**src/rtl/lpa_pkg.sv**
```systemverilog
package lpa_pkg;

    // Message class carried by the per-agent flag
    typedef enum logic {
        MSG_ORDINARY = 1'b0,
        MSG_EOI      = 1'b1
    } msg_kind_e;

    // Width of an index that addresses n items (at least one bit)
    function automatic int idx_width(input int n);
        return (n > 1) ? $clog2(n) : 1;
    endfunction

endpackage

```
**src/rtl/lpa_key_build.sv**
```systemverilog
// Turns each agent's inputs into a single ordering key. A larger key wins.
// Key layout, MSB first: {eoi, inverted priority (zero for eoi), id}
module lpa_key_build #(
    parameter int N_AGENTS = 4,
    parameter int PRIO_W   = 8,
    parameter int ID_W     = 4,
    localparam int KEY_W   = 1 + PRIO_W + ID_W
) (
    input  logic [N_AGENTS-1:0]        req,
    input  logic [N_AGENTS-1:0]        eoi,
    input  logic [N_AGENTS*PRIO_W-1:0] prio,
    input  logic [N_AGENTS*ID_W-1:0]   ids,
    output logic [N_AGENTS-1:0]        cand_vld,
    output logic [N_AGENTS*KEY_W-1:0]  cand_key
);
    import lpa_pkg::*;

    for (genvar a = 0; a < N_AGENTS; a++) begin : g_agent
        msg_kind_e           kind;
        logic [PRIO_W-1:0]   prio_field;

        assign kind       = msg_kind_e'(eoi[a]);
        // End-of-interrupt senders compete on ID alone
        assign prio_field = (kind == MSG_EOI) ? '0 : ~prio[a*PRIO_W +: PRIO_W];
        assign cand_vld[a] = req[a];
        assign cand_key[a*KEY_W +: KEY_W] = {(kind == MSG_EOI), prio_field, ids[a*ID_W +: ID_W]};
    end

endmodule

```
**src/rtl/lpa_select_tree.sv**
```systemverilog
// Balanced max-key reduction tree over N candidates
module lpa_select_tree #(
    parameter int N_AGENTS = 4,
    parameter int KEY_W    = 13,
    localparam int IDX_W   = lpa_pkg::idx_width(N_AGENTS),
    localparam int DEPTH   = IDX_W,
    localparam int LEAVES  = 1 << DEPTH
) (
    input  logic [N_AGENTS-1:0]       cand_vld,
    input  logic [N_AGENTS*KEY_W-1:0] cand_key,
    output logic                      win_vld,
    output logic [IDX_W-1:0]          win_idx
);

    for (genvar lv = 0; lv <= DEPTH; lv++) begin : g_lvl
        localparam int W = LEAVES >> lv;
        logic             v [W];
        logic [KEY_W-1:0] k [W];
        logic [IDX_W-1:0] x [W];

        if (lv == 0) begin : g_leaf
            for (genvar l = 0; l < W; l++) begin : g_l
                if (l < N_AGENTS) begin : g_real
                    assign v[l] = cand_vld[l];
                    assign k[l] = cand_key[l*KEY_W +: KEY_W];
                    assign x[l] = IDX_W'(l);
                end else begin : g_pad
                    assign v[l] = 1'b0;
                    assign k[l] = '0;
                    assign x[l] = '0;
                end
            end
        end else begin : g_node
            for (genvar n = 0; n < W; n++) begin : g_n
                logic take_left;
                assign take_left = g_lvl[lv-1].v[2*n] &&
                                   (!g_lvl[lv-1].v[2*n+1] ||
                                    (g_lvl[lv-1].k[2*n] >= g_lvl[lv-1].k[2*n+1]));
                assign v[n] = g_lvl[lv-1].v[2*n] | g_lvl[lv-1].v[2*n+1];
                assign k[n] = take_left ? g_lvl[lv-1].k[2*n] : g_lvl[lv-1].k[2*n+1];
                assign x[n] = take_left ? g_lvl[lv-1].x[2*n] : g_lvl[lv-1].x[2*n+1];
            end
        end
    end

    assign win_vld = g_lvl[DEPTH].v[0];
    assign win_idx = g_lvl[DEPTH].x[0];

endmodule

```
**src/rtl/lpa_bus_arbiter.sv**
```systemverilog
module lpa_bus_arbiter #(
    parameter int N_AGENTS = 4,
    parameter int PRIO_W   = 8,
    parameter int ID_W     = 4,
    localparam int IDX_W   = lpa_pkg::idx_width(N_AGENTS),
    localparam int KEY_W   = 1 + PRIO_W + ID_W
) (
    input  logic                       clk,
    input  logic                       rst_n,
    input  logic [N_AGENTS-1:0]        req_i,
    input  logic [N_AGENTS-1:0]        eoi_i,
    input  logic [N_AGENTS*PRIO_W-1:0] prio_i,
    input  logic [N_AGENTS*ID_W-1:0]   id_i,
    output logic [N_AGENTS-1:0]        grant_o,
    output logic [IDX_W-1:0]           winner_o,
    output logic                       valid_o
);

    typedef struct packed {
        logic [N_AGENTS-1:0] grant;
        logic [IDX_W-1:0]    winner;
        logic                valid;
    } arb_state_t;

    arb_state_t             st_d, st_q;
    logic [N_AGENTS-1:0]    cand_vld;
    logic [N_AGENTS*KEY_W-1:0] cand_key;
    logic                   win_vld;
    logic [IDX_W-1:0]       win_idx;

    lpa_key_build #(
        .N_AGENTS (N_AGENTS),
        .PRIO_W   (PRIO_W),
        .ID_W     (ID_W)
    ) u_keys (
        .req      (req_i),
        .eoi      (eoi_i),
        .prio     (prio_i),
        .ids      (id_i),
        .cand_vld (cand_vld),
        .cand_key (cand_key)
    );

    lpa_select_tree #(
        .N_AGENTS (N_AGENTS),
        .KEY_W    (KEY_W)
    ) u_tree (
        .cand_vld (cand_vld),
        .cand_key (cand_key),
        .win_vld  (win_vld),
        .win_idx  (win_idx)
    );

    always_comb begin
        st_d = '0;
        if (win_vld) begin
            st_d.valid          = 1'b1;
            st_d.winner         = win_idx;
            st_d.grant[win_idx] = 1'b1;
        end
    end

    always_ff @(posedge clk) begin
        if (!rst_n) begin
            st_q <= '0;
        end else begin
            st_q <= st_d;
        end
    end

    assign grant_o  = st_q.grant;
    assign winner_o = st_q.winner;
    assign valid_o  = st_q.valid;

endmodule

```
**config.mk**
```make
export PLATFORM = sky130hd
export DESIGN_NAME = lpa_bus_arbiter
export DESIGN_NICKNAME = d
export VERILOG_FILES = /design/src/rtl/lpa_pkg.sv /design/src/rtl/lpa_key_build.sv /design/src/rtl/lpa_select_tree.sv /design/src/rtl/lpa_bus_arbiter.sv
export SDC_FILE = /design/constraint.sdc
export NUM_CORES = 1
export LEC_CHECK = 0
export ABC_AREA = 1
export BUFFER_PORTS_ARGS = -buffer_cell sky130_fd_sc_hd__buf_2
export CAP_MARGIN = 20
export CORE_MARGIN = 3
export CORE_UTILIZATION = 48
export CTS_BUF_LIST = sky130_fd_sc_hd__clkbuf_4 sky130_fd_sc_hd__clkbuf_8
export DETAILED_ROUTE_END_ITERATION = 8
export PLACE_DENSITY = 0.84
export SLEW_MARGIN = 20
export SYNTH_ARGS = -nofsm -noshare
export SYNTH_HDL_FRONTEND = slang
export SYNTH_SLANG_ARGS = --single-unit
export TNS_END_PERCENT = 30
```
**constraint.sdc**
```tcl
create_clock -name clk -period 3.32 [get_ports clk]
set_input_delay 0.664 -clock clk [delete_from_list [all_inputs] [get_ports clk]]
set_output_delay 0.664 -clock clk [all_outputs]
set_load 0.05 [all_outputs]
```
==> metrics.yaml <==
routing:
  via_per_inst: 5.93
  vias: 2816
  drc: 0
  dr.pass1.iters: 5
  drtAntennaViolNets: 0
  drt-initial-drc-count: 317
  wl_mm: 8.27
  wl_per_cell_um: 17.4
placed_design:
  place_area_sq_mm: 0.00242
  numPortBuffers: 64
  pre_cts_ws_ns: -0.159
  dp_cells: 459
  gp_congestion: 0.902
  dp_hpwl_mm: 4.02
cts:
  tritoncts: "done"
  hold_buffers: 0
  cts_buffers: 3
  clk_path_buf_depth: 2
  cts_root_buf: "clkbuf_8"
  cts_num_sinks: 7
  cts_max_level: 1
  clk_pin_slew_ns: 0.04
floorplanning:
  die_y_um: 69.6
  io_pins: 65
  initial_core_util: 0.515
  row_count: 22
  core-area_sq_mm: 0.00377
  die_w_um: 69.6
  die-area_sq_mm: 0.00485
power_and_ir_drop:
  leakagePower_uw: 0.00164
  ir_drop_uv: 121
  p_seq_frac: 0.115
  p_switching_uw: 388
  p_int_uw: 439
  swShare: 0.469
  clkPwrFrac: 0.161
  comb_power_share: 0.724
  powerDensity_mw_per_mm2: 257
grt:
  grt_use_total: 0.197
  gr-total-overflow: 0
  grt_antenna_before_repair: 0
  grt_first_pass_wirelength_mm: 8.31
  grt_max_degree: 16
  first_global_vias: 2141
sta:
  fin_ws_ns: -0.211
  post-route-min-period_ns: 3.53
  fin_hold_ws_ns: 0.679
  timing.final.crit_share: 1.06
  rsz0062_at_grt: "yes"
  maxSlewHeadroom: 0.696
  worstMarginPinSlew_ns: 0.452
  finalMaxSlewViolations: 0
  setup_viol: 6
  finalHoldViolCount: 0
  fmax_ghz: 0.283
layout:
  drive_gt1_frac: 0.532
  syn2layout_area_growth_pct: 65.4
  antenna_cells: 0
  fin_cells: 475
  fin_nets: 525
  fin_area_sq_mm: 0.00321
  finish.utilization: 0.852
  final_cell_mix: "nand2_1 (69), buf_2 (60), inv_1 (50)"
  multiInputGateArea_sq_mm: 0.00208
  n_fill_cell: 190
  regArea_sq_um: 140
  mostFrequentLayoutCell: "nand2_1"
critical_path:
  path_delay_family: "simple AND/OR/NAND/NOR gates"
  start_kind: "input pin"
  crit_buf_inv: 4
  crit_top_cell: "nand2_1"
  cp-end-kind: "flip-flop"
  slowest_delay_ns: 0.30
  cp.required_ns: 3.50
  path_max_fanout: 6
  worstSetupPathType: "input pin to flip-flop"
  slowest_stage: "ha_4"
  crit_arrival_ns: 3.71
logic_synthesis:
  postSynthAreaPerCell_sq_um: 5.84
  synth_cells: 333
  synth_fp_nets: 430
  synth_area_sq_mm: 0.00194
  yosysUniqueCellTypes: 29
  ys_ff_latch: 7
  ys_seq_area_frac: 0.0721
  ys_warn_count: 0
run_status:
  violations: "negative setup slack"
  status: "finished with violations"
run:
  drv_cap: 0
min_path:
  hp-class: "input pin to flip-flop"
## stage by stage
stage | TNS (ns) | power [uW]
after floorplan | 0 | 370
after global placement | -0.312 | 470
after detailed placement | -0.719 | 480
after CTS | 0 | 617
after global routing | -2.45 | 880
final | -0.835 | 827
## path summary, 6_finish.rpt
kind                      from           to  slack [ns]  cells after the start
worst min-delay path     rst_n   grant_o[0]        0.68                      3
worst max-delay path  eoi_i[1]  winner_o[0]       -0.21                     25
## flip-flops by register name, summed over array words and instances, names as in the netlist
signal and cells:
winner_o 2, grant_o 4, valid_o 1
## kinds of logic after synthesis
family                   count (synthesis)  synth area share
AO/OA/AOI/OAI                           23            0.0721
buffers and inverters                   70             0.159
adder cells (fa/ha/maj)                 39             0.251
flip-flops                               7            0.0721
AND/OR/NAND/NOR                        194             0.446
## area by class of cell
type,count,area share
Timing Repair inverter,2,0.00428
Tap cell,48,0.0187
Sequential cell,7,0.0436
Clock buffer,4,0.0152
Inverter,61,0.0747
Multi-Input combinational cell,256,0.646
Timing Repair Buffer,97,0.197
## power by group through the flow
| stage | combinational, uW | clock, uW | sequential [uW] |
|---|---|---|---|
| 6_report | 598 | 133 | 95.0 |
| 5_1_grt | 642 | 142 | 95.7 |
| 4_1_cts | 386 | 136 | 95.1 |
| 3_5_place_dp | 384 | 0 | 96.5 |
| 3_3_place_gp | 374 | 0 | 96.2 |
| 2_1_floorplan | 241 | 0 | 129 |
## Yosys cell counts
master / n / area [sq um]
ha_1: 39 / 488
o21ai_1: 1 / 5.00
nor2_1: 42 / 158
clkinv_1: 1 / 3.75
nor2_4: 1 / 11.3
a21boi_0: 1 / 7.51
buf_1: 1 / 3.75
nand3_2: 1 / 10.0
nand2_2: 11 / 68.8
o21ai_2: 5 / 43.8
dfxtp_1: 7 / 140
clkbuf_8: 1 / 13.8
buf_2: 1 / 5.00
nand4_4: 1 / 21.3
nand2_1: 99 / 372
a21oi_2: 1 / 8.76
nand2_4: 1 / 11.3
nand3b_1: 1 / 7.51
clkbuf_1: 2 / 7.51
inv_1: 59 / 221
nand3_1: 26 / 130
buf_12: 1 / 20.0
buf_6: 2 / 22.5
buf_4: 1 / 7.51
o21ai_0: 2 / 10.0
nand4_1: 10 / 62.6
inv_2: 1 / 3.75
nor2b_4: 1 / 13.8
a21oi_1: 13 / 65.1
## what timing repair did
item / in CTS / in global routing
resized for setup: 0 / 152
setup endpoints to repair: 0 / 6
setup buffers: 0 / 9
## metal layers
layer / GRT usage / vias up / wire, um
li1: - / 1245 / -
met3: 0.0261 / 74 / 735
met4: 0.0596 / 0 / 575
met1: 0.237 / 1276 / 3010
met2: 0.361 / 221 / 3950
met5: 0 / - / 0
Power figures use the tool's default switching activity.
